$ cat config.mk
export PLATFORM = sky130hd
export DESIGN_NAME = exc_arbiter
export DESIGN_NICKNAME = d
export VERILOG_FILES = /design/src/rtl/exc_pkg.sv /design/src/rtl/exc_ipl_sync.sv /design/src/rtl/exc_prio.sv /design/src/rtl/exc_ack_timer.sv /design/src/rtl/exc_arbiter.sv
export SDC_FILE = /design/constraint.sdc
export NUM_CORES = 1
export LEC_CHECK = 0
export BUFFER_PORTS_ARGS = -buffer_cell sky130_fd_sc_hd__clkbuf_2
export CAP_MARGIN = 20
export CELL_PAD_IN_SITES_DETAIL_PLACEMENT = 1
export CELL_PAD_IN_SITES_GLOBAL_PLACEMENT = 2
export CORE_MARGIN = 5
export CORE_UTILIZATION = 33
export CTS_BUF_LIST = sky130_fd_sc_hd__clkbuf_8
export DETAILED_ROUTE_END_ITERATION = 10
export HOLD_SLACK_MARGIN = 0.12
export PLACE_DENSITY_LB_ADDON = 0.1
export SYNTH_ARGS = -nofsm -noshare
export SYNTH_HDL_FRONTEND = slang
export SYNTH_SLANG_ARGS = --single-unit
$ cat constraint.sdc
create_clock -name clk -period 4.1 [get_ports clk]
set_input_delay 0 -clock clk [delete_from_list [all_inputs] [get_ports clk]]
set_output_delay 0 -clock clk [all_outputs]
set_load 0.01 [all_outputs]
$ cat src/rtl/exc_pkg.sv
`timescale 1ns/1ps
package exc_pkg;
  localparam int VEC_W = 8;
  localparam int LVL_W = 3;

  typedef logic [VEC_W-1:0] vec_t;
  typedef logic [LVL_W-1:0] lvl_t;

  typedef enum logic [1:0] {
    GRP_ABORT    = 2'd0,
    GRP_BOUNDARY = 2'd1,
    GRP_INSTR    = 2'd2,
    GRP_NONE     = 2'd3
  } grp_e;

  typedef enum logic {ST_RUN = 1'b0, ST_ACK = 1'b1} arb_st_e;

  typedef struct packed {
    logic  valid;
    logic  is_int;
    grp_e  grp;
    vec_t  vec;
  } pick_t;

  localparam vec_t VEC_RESET    = 8'd0;
  localparam vec_t VEC_BUSERR   = 8'd2;
  localparam vec_t VEC_ADDRERR  = 8'd3;
  localparam vec_t VEC_ILLEGAL  = 8'd4;
  localparam vec_t VEC_PRIV     = 8'd8;
  localparam vec_t VEC_TRACE    = 8'd9;
  localparam vec_t VEC_SPURIOUS = 8'd24;
  localparam lvl_t LVL_NMI      = 3'd7;

  function automatic lvl_t pins_to_level(input lvl_t pins_n);
    return ~pins_n;
  endfunction

  function automatic logic level_beats_mask(input lvl_t lvl, input lvl_t mask);
    return (lvl != LVL_NMI) && (lvl > mask);
  endfunction

  function automatic vec_t autovec(input lvl_t lvl);
    return VEC_SPURIOUS + vec_t'(lvl);
  endfunction

  function automatic logic [VEC_W+1:0] vec_to_addr(input vec_t v);
    return {v, 2'b00};
  endfunction

  function automatic pick_t make_pick(input grp_e g, input vec_t v, input logic intr);
    pick_t p;
    p.valid  = 1'b1;
    p.is_int = intr;
    p.grp    = g;
    p.vec    = v;
    return p;
  endfunction
endpackage

$ cat src/rtl/exc_ipl_sync.sv
`timescale 1ns/1ps
module exc_ipl_sync import exc_pkg::*; #(
  parameter int STAGES = 2
) (
  input  logic clk,
  input  logic rst_n,
  input  lvl_t ipl_n,
  input  lvl_t mask,
  input  logic nmi_clr,
  output logic take,
  output lvl_t take_level,
  output logic nmi_pend
);
  lvl_t chain [STAGES];

  genvar s;
  generate
    for (s = 0; s < STAGES; s++) begin : g_sync
      if (s == 0) begin : g_first
        always_ff @(posedge clk or negedge rst_n)
          if (!rst_n) chain[0] <= '1;
          else        chain[0] <= ipl_n;
      end else begin : g_next
        always_ff @(posedge clk or negedge rst_n)
          if (!rst_n) chain[s] <= '1;
          else        chain[s] <= chain[s-1];
      end
    end
  endgenerate

  lvl_t level;
  logic was_nmi;
  logic nmi_edge;

  assign level    = pins_to_level(chain[STAGES-1]);
  assign nmi_edge = (level == LVL_NMI) && !was_nmi;

  always_ff @(posedge clk or negedge rst_n)
    if (!rst_n) begin
      was_nmi  <= 1'b0;
      nmi_pend <= 1'b0;
    end else begin
      was_nmi <= (level == LVL_NMI);
      if (nmi_edge)     nmi_pend <= 1'b1;
      else if (nmi_clr) nmi_pend <= 1'b0;
    end

  assign take       = nmi_pend || level_beats_mask(level, mask);
  assign take_level = nmi_pend ? LVL_NMI : level;
endmodule

$ cat src/rtl/exc_prio.sv
`timescale 1ns/1ps
module exc_prio import exc_pkg::*; (
  input  logic  allow_late,
  input  logic  reset_req,
  input  logic  bus_err,
  input  logic  addr_err,
  input  logic  trace_req,
  input  logic  int_take,
  input  lvl_t  int_level,
  input  logic  illegal_req,
  input  logic  priv_req,
  input  logic  trap_req,
  input  vec_t  trap_vec,
  output pick_t pick
);
  always_comb begin
    pick = '{valid: 1'b0, is_int: 1'b0, grp: GRP_NONE, vec: '0};
    if (reset_req)
      pick = make_pick(GRP_ABORT, VEC_RESET, 1'b0);
    else if (bus_err)
      pick = make_pick(GRP_ABORT, VEC_BUSERR, 1'b0);
    else if (addr_err)
      pick = make_pick(GRP_ABORT, VEC_ADDRERR, 1'b0);
    else if (allow_late) begin
      if (trace_req)
        pick = make_pick(GRP_BOUNDARY, VEC_TRACE, 1'b0);
      else if (int_take)
        pick = make_pick(GRP_BOUNDARY, autovec(int_level), 1'b1);
      else if (illegal_req)
        pick = make_pick(GRP_BOUNDARY, VEC_ILLEGAL, 1'b0);
      else if (priv_req)
        pick = make_pick(GRP_BOUNDARY, VEC_PRIV, 1'b0);
      else if (trap_req)
        pick = make_pick(GRP_INSTR, trap_vec, 1'b0);
    end
  end
endmodule

$ cat src/rtl/exc_ack_timer.sv
`timescale 1ns/1ps
module exc_ack_timer #(
  parameter int TIMEOUT = 16
) (
  input  logic clk,
  input  logic rst_n,
  input  logic run,
  output logic expired
);
  localparam int CW = (TIMEOUT > 1) ? $clog2(TIMEOUT) : 1;
  localparam logic [CW-1:0] LAST = CW'(TIMEOUT - 1);

  logic [CW-1:0] cnt;

  always_ff @(posedge clk or negedge rst_n)
    if (!rst_n)    cnt <= '0;
    else if (!run) cnt <= '0;
    else if (cnt != LAST) cnt <= cnt + 1'b1;

  assign expired = run && (cnt == LAST);
endmodule

$ cat src/rtl/exc_arbiter.sv
`timescale 1ns/1ps
module exc_arbiter import exc_pkg::*; #(
  parameter int ACK_TIMEOUT = 16,
  parameter int SYNC_STAGES = 2
) (
  input  logic             clk,
  input  logic             rst_n,
  input  logic [LVL_W-1:0] ipl_n,
  input  logic [LVL_W-1:0] int_mask,
  input  logic             inst_done,
  input  logic             reset_req,
  input  logic             bus_err,
  input  logic             addr_err,
  input  logic             trace_req,
  input  logic             illegal_req,
  input  logic             priv_req,
  input  logic             trap_req,
  input  logic [VEC_W-1:0] trap_vec,
  input  logic             iack_done,
  output logic             iack_cycle,
  output logic [LVL_W-1:0] iack_level,
  output logic             exc_valid,
  output logic             exc_abort,
  output logic [1:0]       exc_group,
  output logic [VEC_W-1:0] exc_vector,
  output logic [VEC_W+1:0] exc_addr
);
  arb_st_e state, state_nx;
  lvl_t    ack_lvl;
  pick_t   pick;
  logic    int_take;
  lvl_t    int_level;
  logic    allow_late;
  logic    emit, open_ack, ack_close;
  vec_t    emit_vec;
  grp_e    emit_grp;

  // named internal events, observed by the checker
  logic ev_nmi_pend;
  logic ev_ack_expired;
  logic ev_nmi_clr;

  assign allow_late = (state == ST_RUN) && inst_done;
  assign ev_nmi_clr = ack_close && (ack_lvl == LVL_NMI);

  exc_ipl_sync #(.STAGES(SYNC_STAGES)) u_sync (
    .clk        (clk),
    .rst_n      (rst_n),
    .ipl_n      (ipl_n),
    .mask       (int_mask),
    .nmi_clr    (ev_nmi_clr),
    .take       (int_take),
    .take_level (int_level),
    .nmi_pend   (ev_nmi_pend)
  );

  exc_prio u_prio (
    .allow_late  (allow_late),
    .reset_req   (reset_req),
    .bus_err     (bus_err),
    .addr_err    (addr_err),
    .trace_req   (trace_req),
    .int_take    (int_take),
    .int_level   (int_level),
    .illegal_req (illegal_req),
    .priv_req    (priv_req),
    .trap_req    (trap_req),
    .trap_vec    (trap_vec),
    .pick        (pick)
  );

  exc_ack_timer #(.TIMEOUT(ACK_TIMEOUT)) u_timer (
    .clk     (clk),
    .rst_n   (rst_n),
    .run     (state == ST_ACK),
    .expired (ev_ack_expired)
  );

  always_comb begin
    state_nx  = state;
    emit      = 1'b0;
    open_ack  = 1'b0;
    ack_close = 1'b0;
    emit_vec  = pick.vec;
    emit_grp  = pick.grp;
    if (state == ST_RUN) begin
      if (pick.valid) begin
        if (pick.is_int) begin
          open_ack = 1'b1;
          state_nx = ST_ACK;
        end else begin
          emit = 1'b1;
        end
      end
    end else begin
      if (pick.valid) begin
        emit     = 1'b1;
        state_nx = ST_RUN;
      end else if (iack_done) begin
        emit      = 1'b1;
        ack_close = 1'b1;
        emit_vec  = autovec(ack_lvl);
        emit_grp  = GRP_BOUNDARY;
        state_nx  = ST_RUN;
      end else if (ev_ack_expired) begin
        emit      = 1'b1;
        ack_close = 1'b1;
        emit_vec  = VEC_SPURIOUS;
        emit_grp  = GRP_BOUNDARY;
        state_nx  = ST_RUN;
      end
    end
  end

  always_ff @(posedge clk or negedge rst_n)
    if (!rst_n) begin
      state      <= ST_RUN;
      ack_lvl    <= '0;
      exc_valid  <= 1'b0;
      exc_abort  <= 1'b0;
      exc_group  <= GRP_NONE;
      exc_vector <= '0;
      exc_addr   <= '0;
    end else begin
      state     <= state_nx;
      exc_valid <= emit;
      if (open_ack) ack_lvl <= int_level;
      if (emit) begin
        exc_vector <= emit_vec;
        exc_addr   <= vec_to_addr(emit_vec);
        exc_group  <= emit_grp;
        exc_abort  <= (emit_grp == GRP_ABORT);
      end
    end

  assign iack_cycle = (state == ST_ACK);
  assign iack_level = ack_lvl;
endmodule

* After elaboration in Yosys (flattened, before gate mapping)
Index checks and enable logic that the tools add are counted.
** Word-level totals
- Register bits after elaboration :: 28
- Bits in latches :: 0
- Memory bits (writable) :: 0
- Memory bits (read-only) :: 0
- Bits of input ports :: 25
- Logic and storage cells :: 69
- Memories kept :: 0
** Cells by class
- Add/subtract/negate cells :: 3
- Multiply operators :: 0
- Div/mod/pow operators :: 0
- $lt $le $gt $ge :: 1
- Equality and inequality tests :: 6
- Shifts and indexed selects :: 0
- Muxes and demuxes :: 37
- Bitwise operators :: 2
- Reduce and logical (&&, ||, !) cells :: 9
** Operators by type and width (number)
- 12-bit two-way mux :: 9
- 8-bit two-way mux :: 4
- 1-bit two-way mux :: 17
- 5-bit by 3-bit adder with 6-bit output, first input constant :: 2
- 2-bit two-way mux :: 4
- 4-bit two-way mux :: 2
- 3-bit == test, second input constant :: 2
- 1-bit logical AND :: 5
- 4-bit by 1-bit adder with 4-bit output, second input constant :: 1
- 4-bit == test, second input constant :: 1
- 4-bit != test, second input constant :: 1
- 3-bit greater-than comparator :: 1
- 3-bit two-way mux :: 1
- 3-bit != test, second input constant :: 1
- 3-bit NOT :: 1
- 2-bit zero test :: 1
- 2-bit by 1-bit != test with 1-bit output, second input constant :: 1
- 2-bit nonzero test :: 1
- 1-bit zero test :: 1
- 1-bit logical OR :: 1
- 1-bit NOT :: 1

* Depth between registers and ports, before layout
- Word-level depth :: 15
- Gate-level depth with buffers :: 9
- Gate-level depth less buffers :: 8

* Cells and area by module
Synthesis repeated with hierarchy kept, for this count alone.
** Unflattened totals
- Cells, all modules :: 155
- Area total of the unflattened synthesis :: 1572.8 um^2
** By module, submodules not included
- exc_arbiter :: instances 1, cells an instance 75, area each 807.0 um^2, seq. area each 402.9 um^2
- exc_ipl_sync :: instances 1, cells an instance 27, area each 324.1 um^2, seq. area each 207.7 um^2
- exc_prio :: instances 1, cells an instance 33, area each 229.0 um^2, seq. area each 0.0 um^2
- exc_ack_timer :: instances 1, cells an instance 20, area each 212.7 um^2, seq. area each 100.1 um^2

* Worst setup path before layout
Ideal clock, no wire load.
- Kind :: register -> register
- Start point :: register u_sync.chain[1] in the netlist's numbering
- End point :: register exc_addr[3]
- Arrival :: 2.050 ns
- Required time :: 3.975 ns
- Setup slack :: 1.924 ns
- Stages on the path, launching flop included :: 10
- Clock period less this slack :: 2.176 ns
- Path through :: dfstp_2 inv_1 ha_1 and3b_1 o21ai_0 o21ai_1 and3_1 buf_6 inv_4 mux2_4
** Between the ends
- Elaborated cells between the ends (all ways) :: 21
- Those cells by class :: add/sub (1); order compare (1); eq/ne (1); mux (15); bitwise (1); reduce/logical (2)
** RTL lines
- start: declaration :: RTL line exc_ipl_sync.sv:14 : lvl_t chain [STAGES];
- start signal: indexed assignment :: RTL line exc_ipl_sync.sv:26 : else chain[s] <= chain[s-1];
- 3-bit NOT (*) :: RTL line exc_pkg.sv:35 : return ~pins_n;
- 3-bit greater-than comparator or 3-bit != test (tied branches) :: RTL line exc_pkg.sv:39 : return (lvl != LVL_NMI) && (lvl > mask);
- 1-bit logical AND (*) :: RTL line exc_pkg.sv:39
- 1-bit logical OR (*) :: RTL line exc_ipl_sync.sv:48 : assign take = nmi_pend || level_beats_mask(level, mask);
- 12-bit two-way mux (*) :: RTL line exc_prio.sv:27 : else if (int_take)
- 12-bit two-way mux (*) :: RTL line exc_prio.sv:25 : if (trace_req)
- 12-bit two-way mux (*) :: RTL line exc_prio.sv:24 : else if (allow_late) begin
- 12-bit two-way mux (*) :: RTL line exc_prio.sv:22 : else if (addr_err)
- 12-bit two-way mux (*) :: RTL line exc_prio.sv:20 : else if (bus_err)
- 12-bit two-way mux (*) :: RTL line exc_prio.sv:18 : if (reset_req)
- 1-bit two-way mux :: RTL line exc_arbiter.sv:88 : if (pick.is_int) begin
- 1-bit two-way mux :: RTL line exc_arbiter.sv:87 : if (pick.valid) begin
- 1-bit two-way mux (*) :: RTL line exc_arbiter.sv:86 : if (state == ST_RUN) begin
- named net emit :: RTL line exc_arbiter.sv:34 : logic emit, open_ack, ack_close;
- end signal: assignment :: RTL line exc_arbiter.sv:130 : exc_addr <= vec_to_addr(emit_vec);
- end: declaration :: RTL line exc_arbiter.sv:26 : output logic [VEC_W+1:0] exc_addr
The timed path passes the listed nets; every way through them passes the cells marked *.
A chain may end at the register's enable or synchronous reset.

* Final worst setup path
Ends and elaborated chain as after synthesis.

==> results.py <==
metrics = {
    "placement": {
        "gpl.final_weighted_congestion": 0.728,
        "placed_cells": 233,
        "io_buf_count": 48,
        "dp_hpwl_mm": 3.30,
        "place_ws_ns": 1.69,
    },
    "pwr": {
        "switching_power_uw": 157,
        "power.clock.fraction_pct": 30.3,
        "intPower_uw": 423,
        "power.share.combinational_pct": 17.0,
        "sw_frac_of_total_pct": 27.1,
        "power_density_nw_per_um2": 311,
        "pwr-share-seq_pct": 52.7,
        "cellLeakagePower_uw": 0.000897,
        "peakVddDrop_mv": 0.186,
    },
    "min_path": {
        "holdCritPathClass": "in2reg",
        "hold_depth": 3,
    },
    "layout": {
        "layout.cells.most_common_list": "48 x sky130_fd_sc_hd__clkbuf_2, 20 x sky130_fd_sc_hd__dfrtp_1, 13 x sky130_fd_sc_hd__dlygate4sd3_1",
        "areaGrowthSynthToFinish_pct": 26.4,
        "postLayoutCoreUtil_pct": 42.8,
        "proportion_of_layout_cells_with_a_drive_suffix_above_1_pct": 33.3,
        "layout.filler_cells": 517,
        "post_layout_nonfiller_instances": 250,
        "antenna-diode-count": 0,
        "layout_commonest_cell": "sky130_fd_sc_hd__clkbuf_2",
        "num-nets-final": 228,
    },
    "timing": {
        "final.hold.worst_slack_ns": 0.124,
        "setup_viol_count_final": 0,
        "final.setup.tns_ns": 0,
        "period_minus_slack_ns": 2.41,
        "worst_slew_pin_slew_ns": 0.780,
        "relative_slew_slack_pct": 47.9,
        "fmax_mhz": 415,
        "final_min_period_over_clock_period_pct": 58.7,
        "timing_max_transition_violations_final": 0,
        "timing.clock.skew_ns": 0.00216,
        "timing.final.ws_setup_ns": 1.69,
        "finalHoldViolations": 0,
        "rsz0062_at_grt": "false",
    },
    "routing": {
        "final_antenna_net_count": 0,
        "route.final.wire_length_mm": 4.21,
        "route.detailed.drc": 0,
        "dr.pass1.iters": 4,
        "routed-via-count": 1284,
        "number_of_drc_markers_in_iteration_0": 36,
        "post_drt_wl_per_cell_um": 16.8,
        "avgViaCountPerCell": 5.14,
    },
    "synthesis": {
        "synth-warning-count": 0,
        "syn_area_per_cell_um2": 10.1,
        "netlist.top_cell.by_area": "sky130_fd_sc_hd__dfrtp_1",
        "synth.area.top_cells": "sky130_fd_sc_hd__dfrtp_1 34%, sky130_fd_sc_hd__dfstp_2 14%, sky130_fd_sc_hd__buf_4 5.1%, sky130_fd_sc_hd__o21ai_0 3.7%, sky130_fd_sc_hd__ha_1 3.4%",
        "synth.ff_latch_count": 28,
        "number_of_flops_mapped_to_enable_cells_by_yosys": 0,
        "syn_inst": 146,
        "post-synth-top-area-fraction_pct": 33.9,
        "seq_area_frac_synth_pct": 48.1,
        "postSynth.topFlopCell": "sky130_fd_sc_hd__dfrtp_1",
        "async_flop_share_pct": 100,
        "mappedNetlistArea_um2": 1480,
        "synth_cell_types": 41,
    },
    "die": {
        "floorplan.die_area_um2": 5910,
        "fp.dieH_um": 76.9,
        "floorplan.io_pins": 51,
        "horiz_die_dim_um": 76.9,
        "floorplan.core_area_um2": 4350,
        "placementRows": 24,
        "initial_core_util_pct": 33.9,
    },
    "job": {
        "drv.max_cap_violation_count": 0,
    },
    "setup_path": {
        "end_kind": "flip-flop",
        "critPathKind": "reg2reg",
        "timing.critical_path.cells": "inv_1, ha_1, and3b_1, o21ai_0, o21ai_1, and3_1, inv_4, mux2_4",
        "cp_slowest_cell": "sky130_fd_sc_hd__dfstp_2",
        "cp-start-kind": "flip-flop",
        "cp.arrival_ns": 2.58,
        "setup_slack_of_the_worst_register_to_register_path_ns": 1.69,
        "worst_path_largest_cell_delay_ns": 0.55,
        "critPathTopFamily": "flip-flops",
        "timing.reg2reg.worst_path_depth": 8,
        "worst_ep_required_time_ns": 4.27,
        "worstSetupPathDepth": 8,
        "worst-path-buf-inv": 2,
        "maximum_net_fanout_on_the_critical_path": 6,
    },
    "grt": {
        "first_global_vias": 1384,
        "antenna_violations_before_repair": 0,
        "globalRouteTotalUtil_pct": 14.3,
        "maximum_number_of_pins_on_one_net_before_global_route_repair": 29,
        "wire_length_of_the_first_global_routing_pass_mm": 6.95,
        "grt.overflow.total": 0,
    },
    "clocking": {
        "root_buffer": "sky130_fd_sc_hd__clkbuf_8",
        "tritoncts": "done",
        "htree_levels": 1,
        "clkLatencyLatePin_ns": 0.28,
        "post-cts-setup-buffers": 0,
        "clkSinkCount": 28,
        "tritoncts.num_buffers": 3,
        "cts.reportedPaths.clkPinSlew_ns": 0.10,
        "clock_path_buffers": 2,
    },
    "run_status": {
        "run_status": "finished clean",
    },
}
[synthesized netlist by cell type (2+ instances only)]
master and instances:
sky130_fd_sc_hd__a211oi_1 4, sky130_fd_sc_hd__a21o_1 2, sky130_fd_sc_hd__a21oi_1 5, sky130_fd_sc_hd__a22o_1 3, sky130_fd_sc_hd__a31oi_1 4, sky130_fd_sc_hd__and3_1 3, sky130_fd_sc_hd__buf_4 10, sky130_fd_sc_hd__buf_6 2
sky130_fd_sc_hd__clkbuf_1 2, sky130_fd_sc_hd__dfrtp_1 20, sky130_fd_sc_hd__dfstp_2 8, sky130_fd_sc_hd__ha_1 4, sky130_fd_sc_hd__inv_1 8, sky130_fd_sc_hd__mux2_4 3, sky130_fd_sc_hd__nand2_1 10, sky130_fd_sc_hd__nand3_1 4
sky130_fd_sc_hd__nor2_1 5, sky130_fd_sc_hd__nor2b_1 2, sky130_fd_sc_hd__nor3_1 8, sky130_fd_sc_hd__nor3b_1 2, sky130_fd_sc_hd__o211ai_1 2, sky130_fd_sc_hd__o21a_1 2, sky130_fd_sc_hd__o21ai_0 11, sky130_fd_sc_hd__o21ai_1 2
sky130_fd_sc_hd__o2bb2ai_1 2, sky130_fd_sc_hd__or3_1 3
[metrics by stage]
step	total power (uW)	area, um2
6_report	580	1870
5_1_grt	614	1870
4_1_cts	590	1870
3_5_place_dp	401	1680
3_3_place_gp	398	1680
2_1_floorplan	357	1480
[power by group through the flow]
stage / sequential [uW] / combinational [uW] / clock, uW
5_1_grt: 308 / 108 / 198
3_5_place_dp: 311 / 90.0 / 0
6_report: 306 / 98.8 / 176
4_1_cts: 306 / 100 / 183
2_1_floorplan: 313 / 43.3 / 0
3_3_place_gp: 311 / 87.3 / 0
[routing by layer]
| metal | share of wire, % | wire [um] | global-route usage, % | vias to the layer above |
|---|---|---|---|---|
| met4 | 1.3 | 54 | 4.20 | 0 |
| met3 | 5.0 | 212 | 2.81 | 6 |
| li1 | - | - | - | 622 |
| met5 | 0 | 0 | 0 | - |
| met1 | 45 | 1900 | 18.1 | 622 |
| met2 | 49 | 2040 | 24.3 | 34 |
[worst reg2reg max path, cell delays in order (launching register included)]
cell                      delay (ns)
sky130_fd_sc_hd__dfstp_2        0.55
sky130_fd_sc_hd__inv_1          0.07
sky130_fd_sc_hd__ha_1           0.29
sky130_fd_sc_hd__and3b_1        0.20
sky130_fd_sc_hd__o21ai_0        0.34
sky130_fd_sc_hd__o21ai_1        0.16
sky130_fd_sc_hd__and3_1         0.27
sky130_fd_sc_hd__inv_4          0.13
sky130_fd_sc_hd__mux2_4         0.30
[state kept, by name (all words and copies together), names as in the netlist]
register and count:
exc_addr 8, u_sync.chain 6, u_timer.cnt 4, iack_level 3, exc_group 2, exc_abort 1, exc_valid 1, iack_cycle 1
u_sync.nmi_pend 1, u_sync.was_nmi 1
[worst paths after layout]
| kind | endpoint | from |
|---|---|---|
| max in group asynchronous | iack_level[1] | rst_n |
| max reg2reg | exc_addr[3] | u_sync.chain[1] |
| max | exc_addr[3] | u_sync.chain[1] |
| min reg2reg | u_sync.chain[0] | u_sync.chain[3] |
| min in group asynchronous | u_sync.nmi_pend | rst_n |
| min | exc_addr[5] | trace_req |
[layout make-up]
type / instances / area (um2) / area share, %
well taps: 52 / 65.1 / 3.49
repair buffers: 61 / 370 / 19.9
flip-flops and latches: 28 / 711 / 38.1
inverters: 9 / 36.3 / 1.95
multi-input cells: 96 / 628 / 33.7
clock buffers: 4 / 55.1 / 2.95
[cells by family after synthesis]
group / synth area share, %
AO/OA/AOI/OAI: 20.6
AND/OR/NAND/NOR: 13.7
flip-flops: 48.1
buffers and inverters: 9.58
adder cells (fa/ha/maj): 3.39
multiplexers: 3.73
other: 0.254
XOR/XNOR: 0.593
[repair_timing]
item,4_1_cts,5_1_grt
hold buffers,13,0
endpoints found under the hold margin,31,0
resized for setup,0,0
Power figures use the tool's default switching activity.
